## src/rtl/fpdec_pkg.sv

```systemverilog
package fpdec_pkg;
  localparam int INSTR_W = 32;
  localparam int REG_W   = 4;
  localparam int SIDX_W  = REG_W + 1;
  localparam int OP_W    = 4;
  localparam int SEL_W   = 3;

  typedef enum logic [OP_W-1:0] {
    OP_NONE   = 4'd0,
    OP_TRAP   = 4'd1,
    OP_ADD    = 4'd2,
    OP_SUB    = 4'd3,
    OP_MUL    = 4'd4,
    OP_DIV    = 4'd5,
    OP_CMP    = 4'd6,
    OP_D2I    = 4'd7,
    OP_I2D    = 4'd8,
    OP_S2CORE = 4'd9,
    OP_CORE2S = 4'd10,
    OP_PAIR2D = 4'd11,
    OP_D2PAIR = 4'd12,
    OP_FLAGS  = 4'd13
  } fp_op_e;

  typedef enum logic [SEL_W-1:0] {
    SEL_NONE = 3'd0,
    SEL_DD   = 3'd1,
    SEL_MM   = 3'd2,
    SEL_NN   = 3'd3,
    SEL_PAIR = 3'd4
  } sidx_sel_e;

  typedef struct packed {
    fp_op_e    op;
    logic      undef;
    sidx_sel_e sel;
  } dec_res_t;

  localparam dec_res_t RES_UNDEF = '{op: OP_NONE, undef: 1'b1, sel: SEL_NONE};
  localparam dec_res_t RES_QUIET = '{op: OP_NONE, undef: 1'b0, sel: SEL_NONE};
endpackage

```

## src/rtl/fpdec_fields.sv

```systemverilog
module fpdec_fields
  import fpdec_pkg::*;
(
  input  logic [INSTR_W-1:0] instr_i,
  output logic [REG_W-1:0]   rt_o,
  output logic [REG_W-1:0]   rn_o,
  output logic [REG_W-1:0]   vd_o,
  output logic [REG_W-1:0]   vn_o,
  output logic [REG_W-1:0]   vm_o,
  output logic               dx_o,
  output logic               nx_o,
  output logic               mx_o
);
  localparam int HI_LSB  = 16;
  localparam int MID_LSB = 12;
  localparam int LO_LSB  = 0;

  assign rt_o = instr_i[MID_LSB +: REG_W];
  assign vd_o = instr_i[MID_LSB +: REG_W];
  assign rn_o = instr_i[HI_LSB  +: REG_W];
  assign vn_o = instr_i[HI_LSB  +: REG_W];
  assign vm_o = instr_i[LO_LSB  +: REG_W];
  assign dx_o = instr_i[22];
  assign nx_o = instr_i[7];
  assign mx_o = instr_i[5];
endmodule

```

## src/rtl/fpdec_t7.sv

```systemverilog
module fpdec_t7
  import fpdec_pkg::*;
(
  input  logic [INSTR_W-1:0] instr_i,
  output dec_res_t           res_o
);
  logic dp_core;
  logic xfer_core;

  // Shared tail of the data-processing forms: bits 11:9 = 5, bit 8 = 1, bit 4 = 0
  assign dp_core   = (instr_i[11:9] == 3'd5) && instr_i[8] && !instr_i[4];
  // Shared tail of the register-transfer forms
  assign xfer_core = (instr_i[11:8] == 4'hA) && instr_i[4] && (instr_i[3:0] == 4'h0);

  always_comb begin
    res_o = RES_UNDEF;
    if (instr_i[23]) begin
      if ((instr_i[21:19] == 3'd7) && (instr_i[18:16] == 3'd5) &&
          dp_core && instr_i[6]) begin
        res_o = '{op: OP_D2I, undef: 1'b0, sel: SEL_DD};
      end else if ((instr_i[21:19] == 3'd7) && (instr_i[18:16] == 3'd0) &&
                   dp_core && instr_i[7] && instr_i[6]) begin
        res_o = '{op: OP_I2D, undef: 1'b0, sel: SEL_MM};
      end else if ((instr_i[21:20] == 2'd0) && dp_core && !instr_i[6]) begin
        res_o = '{op: OP_DIV, undef: 1'b0, sel: SEL_NONE};
      end else if ((instr_i[21:20] == 2'd3) && (instr_i[19:16] == 4'd4) &&
                   dp_core && instr_i[6]) begin
        res_o = '{op: OP_CMP, undef: 1'b0, sel: SEL_NONE};
      end else if ((instr_i[23:20] == 4'hF) && (instr_i[19:16] == 4'd1) &&
                   xfer_core && (instr_i[7:5] == 3'd0)) begin
        if (instr_i[15:12] == 4'hF) begin
          res_o = '{op: OP_FLAGS, undef: 1'b0, sel: SEL_NONE};
        end
      end
    end else if (instr_i[21]) begin
      if (dp_core) begin
        unique case ({instr_i[20], instr_i[6]})
          2'b10:   res_o = '{op: OP_ADD, undef: 1'b0, sel: SEL_NONE};
          2'b11:   res_o = '{op: OP_SUB, undef: 1'b0, sel: SEL_NONE};
          2'b00:   res_o = '{op: OP_MUL, undef: 1'b0, sel: SEL_NONE};
          default: res_o = RES_UNDEF;
        endcase
      end
    end else begin
      if (xfer_core && (instr_i[6:5] == 2'd0)) begin
        if (instr_i[20]) begin
          res_o = '{op: OP_S2CORE, undef: 1'b0, sel: SEL_NN};
        end else begin
          res_o = '{op: OP_CORE2S, undef: 1'b0, sel: SEL_NN};
        end
      end
    end
  end
endmodule

```

## src/rtl/fpdec_t6.sv

```systemverilog
module fpdec_t6
  import fpdec_pkg::*;
(
  input  logic [INSTR_W-1:0] instr_i,
  output dec_res_t           res_o
);
  logic pair_hit;

  assign pair_hit = (instr_i[27:24] == 4'hC) && !instr_i[23] && instr_i[22] &&
                    (instr_i[11:8] == 4'hB) && (instr_i[7:6] == 2'd0) && instr_i[4];

  always_comb begin
    res_o = RES_UNDEF;
    if (pair_hit) begin
      if (instr_i[20]) begin
        res_o = '{op: OP_D2PAIR, undef: 1'b0, sel: SEL_PAIR};
      end else begin
        res_o = '{op: OP_PAIR2D, undef: 1'b0, sel: SEL_PAIR};
      end
    end
  end
endmodule

```

## src/rtl/fpdec_sidx.sv

```systemverilog
module fpdec_sidx
  import fpdec_pkg::*;
(
  input  sidx_sel_e         sel_i,
  input  logic [REG_W-1:0]  vd_i,
  input  logic [REG_W-1:0]  vn_i,
  input  logic [REG_W-1:0]  vm_i,
  input  logic              dx_i,
  input  logic              nx_i,
  input  logic              mx_i,
  output logic [SIDX_W-1:0] sidx_o
);
  always_comb begin
    unique case (sel_i)
      SEL_DD:   sidx_o = {vd_i, dx_i};
      SEL_MM:   sidx_o = {vm_i, mx_i};
      SEL_NN:   sidx_o = {vn_i, nx_i};
      SEL_PAIR: sidx_o = {vm_i, 1'b0};
      default:  sidx_o = '0;
    endcase
  end
endmodule

```

## src/rtl/fpdec_top.sv

```systemverilog
module fpdec_top
  import fpdec_pkg::*;
(
  input  logic [31:0] instr_i,
  output logic [3:0]  op_o,
  output logic        undef_o,
  output logic [3:0]  rt_o,
  output logic [3:0]  rn_o,
  output logic [3:0]  vd_o,
  output logic [3:0]  vn_o,
  output logic [3:0]  vm_o,
  output logic [4:0]  sreg_o
);
  localparam logic [2:0] TYPE_CP6 = 3'd6;
  localparam logic [2:0] TYPE_CP7 = 3'd7;

  logic     dx, nx, mx;
  dec_res_t res_t6, res_t7, res_sel;

  fpdec_fields u_fields (
    .instr_i (instr_i),
    .rt_o    (rt_o),
    .rn_o    (rn_o),
    .vd_o    (vd_o),
    .vn_o    (vn_o),
    .vm_o    (vm_o),
    .dx_o    (dx),
    .nx_o    (nx),
    .mx_o    (mx)
  );

  fpdec_t7 u_t7 (
    .instr_i (instr_i),
    .res_o   (res_t7)
  );

  fpdec_t6 u_t6 (
    .instr_i (instr_i),
    .res_o   (res_t6)
  );

  always_comb begin
    unique case (instr_i[27:25])
      TYPE_CP7: begin
        if (instr_i[24]) begin
          res_sel = '{op: OP_TRAP, undef: 1'b0, sel: SEL_NONE};
        end else begin
          res_sel = res_t7;
        end
      end
      TYPE_CP6: res_sel = res_t6;
      default:  res_sel = RES_QUIET;
    endcase
  end

  fpdec_sidx u_sidx (
    .sel_i  (res_sel.sel),
    .vd_i   (vd_o),
    .vn_i   (vn_o),
    .vm_i   (vm_o),
    .dx_i   (dx),
    .nx_i   (nx),
    .mx_i   (mx),
    .sidx_o (sreg_o)
  );

  assign op_o    = res_sel.op;
  assign undef_o = res_sel.undef;
endmodule

```

## config.mk

```make
export PLATFORM = sky130hd
export DESIGN_NAME = fpdec_top
export DESIGN_NICKNAME = d
export VERILOG_FILES = /design/src/rtl/fpdec_pkg.sv /design/src/rtl/fpdec_fields.sv /design/src/rtl/fpdec_t7.sv /design/src/rtl/fpdec_t6.sv /design/src/rtl/fpdec_sidx.sv /design/src/rtl/fpdec_top.sv
export SDC_FILE = /design/constraint.sdc
export NUM_CORES = 1
export LEC_CHECK = 0
export ABC_AREA = 1
export BUFFER_PORTS_ARGS = -buffer_cell sky130_fd_sc_hd__buf_2
export CAP_MARGIN = 30
export CORE_MARGIN = 2
export CORE_UTILIZATION = 42
export DETAILED_ROUTE_END_ITERATION = 6
export PLACE_DENSITY_LB_ADDON = 0.2
export SYNTH_ARGS = -nofsm -noshare
export SYNTH_HDL_FRONTEND = slang
export SYNTH_SLANG_ARGS = --single-unit
```

## constraint.sdc

```tcl
create_clock -name vclk -period 1.3
set_input_delay 0.13 -clock vclk [all_inputs]
set_output_delay 0.13 -clock vclk [all_outputs]
set_load 0.005 [all_outputs]
```

==> results of run 1 <==
cells by family (layout without fill, tap and decap cells):
kind of cell | Yosys count | in the layout | synth area share, %
buffers and inverters | 46 | 121 | 32.3
AO/OA/AOI/OAI | 7 | 7 | 5.04
AND/OR/NAND/NOR | 103 | 104 | 62.7
where the power goes:
part / leakage [µW] / internal [µW] / total, µW / switching [µW]
registers: 0 / 0 / 0 / 0
clock network: 0 / 0 / 0 / 0
logic: 0.000814 / 169 / 346 / 176
total: 0.000814 / 169 / 346 / 176
per-stage QoR:
| stage | instances | setup WS (ns) | utilization, % | cell area [µm²] | hold slack [ns] |
|---|---|---|---|---|---|
| global route | 257 | -0.253 | 80.9 | 1410 | 0.480 |
| finish | 257 | -0.156 | 80.9 | 1410 | 0.470 |
| global placement | 250 | -0.160 | 68.6 | 1200 | 0.468 |
| floorplan | 156 | 0.137 | - | 795 | 0.341 |
| CTS | 255 | -0.107 | 75.6 | 1320 | 0.469 |
| detailed placement | 250 | -0.178 | 68.6 | 1200 | 0.469 |
metal layers:
layer | global-route usage [%] | up-vias | part of all wire (%) | routed length (µm)
li1 | - | 650 | - | -
met3 | 0.755 | 12 | 8.6 | 295
met5 | 0 | - | 0 | 0
met4 | 4.44 | 0 | 2.3 | 79
met2 | 51.9 | 102 | 52 | 1780
met1 | 30.3 | 619 | 37 | 1270
worst max-delay path: stages:
cell and delay (ns):
buf_2 0.09, inv_1 0.06, nor2_1 0.21, nand3b_1 0.10, nor2_1 0.15, nand2_1 0.13, nand3_1 0.11, nand3_1 0.09
nand2_1 0.06, nand2_1 0.04, nand2_1 0.05, buf_2 0.11
final timing paths:
kind                     from       to  slack [ns]  depth (start not counted)
setup / recovery  instr_i[22]  op_o[0]       -0.16                         12
hold / removal    instr_i[14]  rt_o[2]        0.47                          2
placed cells by master, fill, tap and decap left out:
| cell type | netlist | layout |
|---|---|---|
| buf_4 | 20 | 38 |
| o21ai_2 | 0 | 1 |
| nand4_1 | 17 | 17 |
| inv_1 | 18 | 18 |
| nand3_1 | 19 | 16 |
| nor2_2 | 4 | 4 |
| nand2_2 | 3 | 9 |
| nand3b_1 | 1 | 1 |
| nand3_2 | 1 | 4 |
| buf_2 | 1 | 52 |
| nand2_1 | 34 | 26 |
| o21ai_1 | 2 | 1 |
| o31ai_2 | 0 | 1 |
| inv_4 | 0 | 2 |
| a21oi_1 | 1 | 1 |
| nor3_2 | 1 | 2 |
| o21ai_0 | 2 | 2 |
| nor2_1 | 19 | 13 |
| inv_2 | 6 | 4 |
| o211ai_1 | 1 | 1 |
| buf_6 | 1 | 5 |
| nor2_4 | 1 | 8 |
| buf_8 | 0 | 2 |
| nor3_1 | 3 | 2 |
| nand2_4 | 0 | 2 |
area by class of cell:
cell class / instances / area [µm²]
timing repair buffer: 97 / 632
multi-input combinational: 111 / 653
fill: 148 / 334
tap: 25 / 31.3
inverter: 24 / 95.1
timing repair:
item / CTS / global route
hold buffers: 0 / 0
resized for setup: 24 / 21
buffers inserted: 4 / 2
cloned: 1 / 0
endpoints found under the hold margin: 0 / 0
pin swaps: 13 / 18
setup endpoints to repair: 10 / 10
==> impl_metrics.env, run 1 <==
export IMPL_status="finished with violations"
export IMPL_violations="setup timing"
export IMPL_yosys_top_cells_count="nand2_1 (34), buf_4 (20), nand3_1 (19), nor2_1 (19), inv_1 (18)"
export IMPL_fin_crit_ns=1.46
export IMPL_core_mm2=0.00175
export IMPL_slew_violations=0
export IMPL_setup_tns_ns=-1.32
export IMPL_required_ns=1.17
export IMPL_fp_dieW_um=47.5
export IMPL_regArea_um2=0
export IMPL_synth_area_um2=795
export IMPL_finalPower_uw=346
export IMPL_grtUsageTotal_pct=25.9
export IMPL_portBuffers=58
export IMPL_yosysMostFrequentCell="nand2_1"
export IMPL_cap_viol_max_count=0
export IMPL_place_congestion=0.958
export IMPL_vias=1383
export IMPL_antenna_found_initial=0
export IMPL_grt_pass1_wl_um=4310
export IMPL_first_global_vias=1072
export IMPL_criticalPathCategory="primary input to primary output"
export IMPL_start_kind="primary input"
export IMPL_die_height_um=47.5
export IMPL_hp_class="primary input to primary output"
export IMPL_leakage_uw=0.000814
export IMPL_power_density_mw_per_mm2=245
export IMPL_slew_headroom_pct=80.8
export IMPL_setup_viol=10
export IMPL_seq_cell_count=0
export IMPL_synth_area_top_cells="buf_4 (19%), nand2_1 (16%), nand4_1 (13%), nand3_1 (12%), nor2_1 (9.0%)"
export IMPL_drt_iter0_markers=49
export IMPL_wire_per_inst_um=13.3
export IMPL_max_slew_worst_pin_slew_ns=0.287
export IMPL_remaining_drc_errors=0
export IMPL_grt_max_degree=11
export IMPL_nets=266
export IMPL_synth_top_area_share_pct=18.9
export IMPL_rsz0062_at_grt="true"
export IMPL_yosysTopAreaCell="buf_4"
export IMPL_synth_distinct_cells=21
export IMPL_ys_seq_area_share_pct=0
export IMPL_synth_nets=188
export IMPL_yosys_warnings=0
export IMPL_path_max_fanout=3
export IMPL_antenna_left=0
export IMPL_drive_gt1_share_pct=57.8
export IMPL_io_pins=62
export IMPL_grt_ovfl_total=0
export IMPL_rows=15
export IMPL_drt_pass1_iter_count=4
export IMPL_initial_utilization_pct=45.5
export IMPL_setup_slack_ns=-0.156
export IMPL_synthCells=156
export IMPL_critPathArrivalTime_ns=1.33
export IMPL_ir_worst_vdd_mv=0.167
export IMPL_dp_hpwl_um=2400
export IMPL_hold_viol_final=0
export IMPL_max_freq_ghz=0.687
export IMPL_avgViaCountPerCell=5.38
export IMPL_clock_buffers=0
export IMPL_syn_area_per_cell_um2=5.09
export IMPL_syn_to_final_growth_pct=77.6
export IMPL_die_area_mm2=0.00226
export IMPL_drt_wl_total_um=3420
export IMPL_cp_end_kind="primary output"
export IMPL_diodes=0
export IMPL_fin_crit_sh_pct=112
Note: power is estimated with default switching activity, not from simulation.
==> run 2: changes to the inputs <==
CORE_UTILIZATION = 49   (was 42)
SYNTH_HIERARCHICAL = 1   (was default)
==> run 2 against run 1 <==
  * The run still ends with setup timing left
  * Critical path depth is 7 higher
  * Worst hold slack worse by 0.0075 ns
  * Sequential cell count stayed put
  * Non-clock buffer count is 22 higher
  * Area after synthesis is 60% higher
  * Core utilization is 5.5 points higher
  * Sequential share of layout area stayed put
  * Power is 43% higher
  * Via count is 38% higher
  * Die area is 34% higher
  * Final area is 52% higher
  * Synthesized cell count is 60% higher
==> impl_metrics.env, run 2 <==
export IMPL_syn_area_per_cell_um2=5.11
export IMPL_combPwrFrac_pct=100.0
export IMPL_critPathArrivalTime_ns=1.80
export IMPL_antenna_found_initial=0
export IMPL_wire_per_inst_um=13.9
export IMPL_grtUsageTotal_pct=29.1
export IMPL_synth_area_mm2=0.00127
export IMPL_seq_cell_count=0
export IMPL_hold_viol_final=0
export IMPL_cap_viol_max_count=0
export IMPL_ys_seq_area_share_pct=0
export IMPL_die_height_um=54.9
export IMPL_yosysMostFrequentCell="nand2_1"
export IMPL_place_congestion=0.925
export IMPL_criticalPathCategory="primary input to primary output"
export IMPL_drt_pass1_iter_count=5
export IMPL_instances_no_fill=360
export IMPL_start_kind="primary input"
export IMPL_clock_buffers=0
export IMPL_ir_worst_vdd_mv=0.255
export IMPL_synth_distinct_cells=24
export IMPL_setup_slack_ns=-0.627
export IMPL_fin_crit_ns=1.93
export IMPL_setup_viol=10
export IMPL_grt_max_degree=13
export IMPL_grt_ovfl_total=0
export IMPL_internal_power_uw=240
export IMPL_diodes=0
export IMPL_path_max_fanout=8
export IMPL_switching_share_pct=51.5
export IMPL_setup_tns_ns=-4.69
export IMPL_fin_crit_sh_pct=148
export IMPL_portBuffers=58
export IMPL_hp_class="primary input to primary output"
export IMPL_regArea_um2=0
export IMPL_drt_wl_total_um=4990
export IMPL_cp_end_kind="primary output"
export IMPL_fp_dieW_um=54.9
export IMPL_yosysTopAreaCell="buf_4"
export IMPL_final_util_pct=86.4
export IMPL_status="finished with violations"
export IMPL_fillCellCount=164
export IMPL_dp_hpwl_um=3110
export IMPL_rows=18
export IMPL_yosys_warnings=6
export IMPL_required_ns=1.17
export IMPL_leakage_uw=0.00117
export IMPL_most_common_layout_cells="nand2_1 (51), buf_4 (51), buf_2 (47)"
export IMPL_drt_iter0_markers=83
export IMPL_synth_area_top_cells="buf_4 (21%), nand2_1 (19%), nand4_1 (13%), nor2_1 (11%), inv_1 (8.9%)"
export IMPL_power_density_mw_per_mm2=231
export IMPL_die_area_mm2=0.00302
export IMPL_preCtsSetupSlack_ns=-0.619
export IMPL_seqPwrFrac_pct=0
export IMPL_power_switching_uw=255
export IMPL_slew_violations=0
export IMPL_dp_cells=351
export IMPL_clkPwrFrac_pct=0
export IMPL_synthCells=249
export IMPL_core_mm2=0.00248
export IMPL_first_global_vias=1580
export IMPL_drive_gt1_share_pct=58.5
export IMPL_violations="setup timing"
export IMPL_multi_input_area_mm2=0.00107
export IMPL_rsz0062_at_grt="true"
export IMPL_yosys_top_cells_count="nand2_1 (64), nor2_1 (38), buf_4 (35)"
export IMPL_io_pins=62
export IMPL_antenna_left=0
export IMPL_remaining_drc_errors=0
export IMPL_nets=364
export IMPL_fin_hold_ws_ns=0.463
export IMPL_vias=1906
export IMPL_syn_to_final_growth_pct=68.3
export IMPL_grt_pass1_wl_um=6530
export IMPL_max_freq_ghz=0.519
export IMPL_synth_top_area_share_pct=20.7
export IMPL_avgViaCountPerCell=5.29
export IMPL_initial_utilization_pct=51.3
[run 2: logic make-up (layout without fill, tap and decap cells)]
group	count (synthesis)	after routing	synth area share [%]
buffers and inverters	77	157	34.8
other	2	3	0.591
and+or+nand+nor	167	167	63.4
AOI/OAI and AO/OA	3	3	1.18
[run 2: through the flow]
step,power [µW],area (µm²)
final,495,2140
after global routing,530,2140
after CTS,444,1990
after detailed placement,395,1790
after global placement,392,1790
after floorplan,213,1360
[run 2: cell type report]
type	count	area share (%)
tap	30	1.75
inverter	38	7.49
multi-input combinational	173	50.1
timing repair buffer	119	40.7
[run 2: power by group through the flow]
stage	combinational, µW	sequential [µW]	clock (µW)
3_3_place_gp	392	0	0
3_5_place_dp	395	0	0
4_1_cts	444	0	0
6_report	495	0	0
2_1_floorplan	213	0	0
5_1_grt	530	0	0
[run 2: final timing paths]
path         from        end  slack, ns  cells past startpoint
max   instr_i[16]  sreg_o[2]      -0.63                     19
min   instr_i[17]    vn_o[1]       0.46                      2
[run 2: worst max-delay path: stages]
cell and delay (ns):
buf_6 0.10, nor2_4 0.12, inv_2 0.07, nor2_4 0.10, nand2_2 0.08, nor2_4 0.12
nor2_2 0.06, a21oi_2 0.12, inv_1 0.07, nor2_2 0.10, nand2_1 0.08, nand2_2 0.10
buf_12 0.14, inv_8 0.04, nand2_4 0.05, nand2_4 0.07, nand3_2 0.07, nand3_2 0.05
buf_2 0.12
[run 2: what timing repair did]
action                                  in CTS  in global routing
gates resized for setup                     49                 35
setup buffers                                9                  3
hold endpoints to repair                     0                  0
hold buffers                                 0                  0
pin swaps                                   38                 29
endpoints found under the setup margin      10                 10
cloned                                       1                  0
[run 2: per-layer routing]
layer	vias to the layer above	global-route usage [%]	wire length, µm
li1	917	-	-
met1	869	33.8	1820
met2	100	57.1	2690
met3	20	1.61	318
met4	0	7.32	170
met5	-	0	0
==> run 3: changes to the inputs <==
CORE_UTILIZATION = 53   (was 49)
clock period = 2.4 ns   (was 1.3 ns; I/O delays follow)
==> run 3 against run 2 <==
  * The flow now finishes without violations
  * Non-clock buffer count down 58
  * Worst hold slack improved by 0.22 ns
  * Core utilization down 27 points
  * Sequential share of layout area unchanged
  * Via count fell by 21%
  * Die area shrank 7.0%
  * Final area decreased by 38%
  * Largest power group unchanged
  * First-iteration DRC count fell by 42%
==> impl_metrics.env, run 3 (synthesized netlist as in run 2, its figures left out) <==
export IMPL_fin_crit_ns=2.16
export IMPL_cts_resized=0
export IMPL_cp_startpoint="instr_i[17]"
export IMPL_dp_hpwl_um=2520
export IMPL_wire_per_inst_um=9.80
export IMPL_wl_met1_um=1340
export IMPL_ir_worst_vdd_mv=0.0938
export IMPL_fin_crit_sh_pct=90.1
export IMPL_leakage_uw=0.000793
export IMPL_clock_buffers=0
export IMPL_combPwrFrac_pct=100.0
export IMPL_critPathMaxStageDelay_ns=0.14
export IMPL_wl_met2_um=1430
export IMPL_start_kind="primary input"
export IMPL_power_switching_uw=91.0
export IMPL_drt_wl_total_um=2940
export IMPL_seq_cell_count=0
export IMPL_syn_to_final_growth_pct=5.02
export IMPL_initial_utilization_pct=56.9
export IMPL_drt_pass1_iter_count=4
export IMPL_grt_max_degree=13
export IMPL_crit_family="simple AND/OR/NAND/NOR gates"
export IMPL_vias=1504
export IMPL_remaining_drc_errors=0
export IMPL_drt_iter0_markers=48
export IMPL_avgViaCountPerCell=5.01
export IMPL_multi_input_area_um2=840
export IMPL_status="completed"
export IMPL_portBuffers=58
export IMPL_crit_buf_inv=5
export IMPL_cp_common_cell="nor2_1"
export IMPL_power_density_mw_per_mm2=109
export IMPL_fp_dieW_um=53.0
export IMPL_core_mm2=0.00223
export IMPL_most_common_layout_cells="nand2_1 (63), buf_2 (58), nor2_1 (38)"
export IMPL_hold_buffers=0
export IMPL_drive_gt1_share_pct=31.6
export IMPL_switching_share_pct=62.6
export IMPL_cp_end_kind="primary output"
export IMPL_wl_met3_um=147
export IMPL_grtUsageTotal_pct=21.0
export IMPL_place_area_mm2=0.00133
export IMPL_first_global_vias=1111
export IMPL_antenna_found_initial=0
export IMPL_regArea_um2=0
export IMPL_place_congestion=0.978
export IMPL_final_common_cell="nand2_1"
export IMPL_die_height_um=53.0
export IMPL_slew_violations=0
export IMPL_hold_viol_final=0
export IMPL_grt_pass1_wl_um=4640
export IMPL_top_layer_used="met4"
export IMPL_critPathArrivalTime_ns=1.92
export IMPL_diodes=0
export IMPL_nets=306
export IMPL_criticalPathCategory="primary input to primary output"
export IMPL_required_ns=2.16
export IMPL_path_max_fanout=8
export IMPL_crit_path_top_delay_cell="nor2_1"
export IMPL_rows=17
export IMPL_io_pins=62
export IMPL_grt_ovfl_total=0
export IMPL_post_cts_buffers=0
export IMPL_fillCellCount=259
export IMPL_die_area_mm2=0.00281
export IMPL_internal_power_uw=54.3
export IMPL_setup_tns_ns=0
export IMPL_path_cells="buf_2 -> nor2_1 -> inv_1 -> nor2_1 -> nand2_1 -> nor2_2 -> nor2_1 -> a21oi_1 -> inv_1 -> nor2_1 -> nand2_1 -> nand2_4 -> inv_6 -> nand2_2 -> nand2_2 -> nand3_1 -> nand3_1 -> buf_2"
export IMPL_cap_viol_max_count=0
export IMPL_antenna_left=0
export IMPL_max_freq_ghz=0.463
export IMPL_clkPwrFrac_pct=0
export IMPL_setup_viol=0
export IMPL_seqPwrFrac_pct=0
export IMPL_min_from="instr_i[0]"
export IMPL_hp_class="primary input to primary output"
export IMPL_stdcell_area_mm2=0.00134
-- run 3: layout make-up --
cell class,count,area share [%]
inverters,38,11.1
multi-input cells,173,62.9
well taps,28,2.62
repair buffers,61,23.4
-- run 3: path summary, 6_finish.rpt --
kind,endpoint,slack [ns],depth (start not counted)
worst min-delay path,vm_o[0],0.69,2
worst max-delay path,sreg_o[1],0.24,18
-- run 3: power by group through the flow --
| stage | Sequential [µW] | Combinational (µW) | Clock (µW) |
|---|---|---|---|
| after floorplan | 0 | 108 | 0 |
| final | 0 | 145 | 0 |
| after CTS | 0 | 145 | 0 |
| after global placement | 0 | 144 | 0 |
| after detailed placement | 0 | 145 | 0 |
| after global routing | 0 | 163 | 0 |
-- run 3: through the flow --
step,setup WS [ns],instances,util (%),hold WS [ns],total power [µW]
CTS,0.0968,300,59.4,0.692,145
finish,0.238,300,59.8,0.686,145
floorplan,0.658,250,-,0.561,108
global placement,0.148,300,59.4,0.682,144
detailed placement,0.0964,300,59.4,0.689,145
global route,-0.00227,300,59.8,0.699,163
-- run 3: layer usage --
layer	up-vias	track usage [%]
li1	803	-
met1	663	31.1
met2	36	34.4
met3	2	0.565
met4	0	2.14
met5	-	0
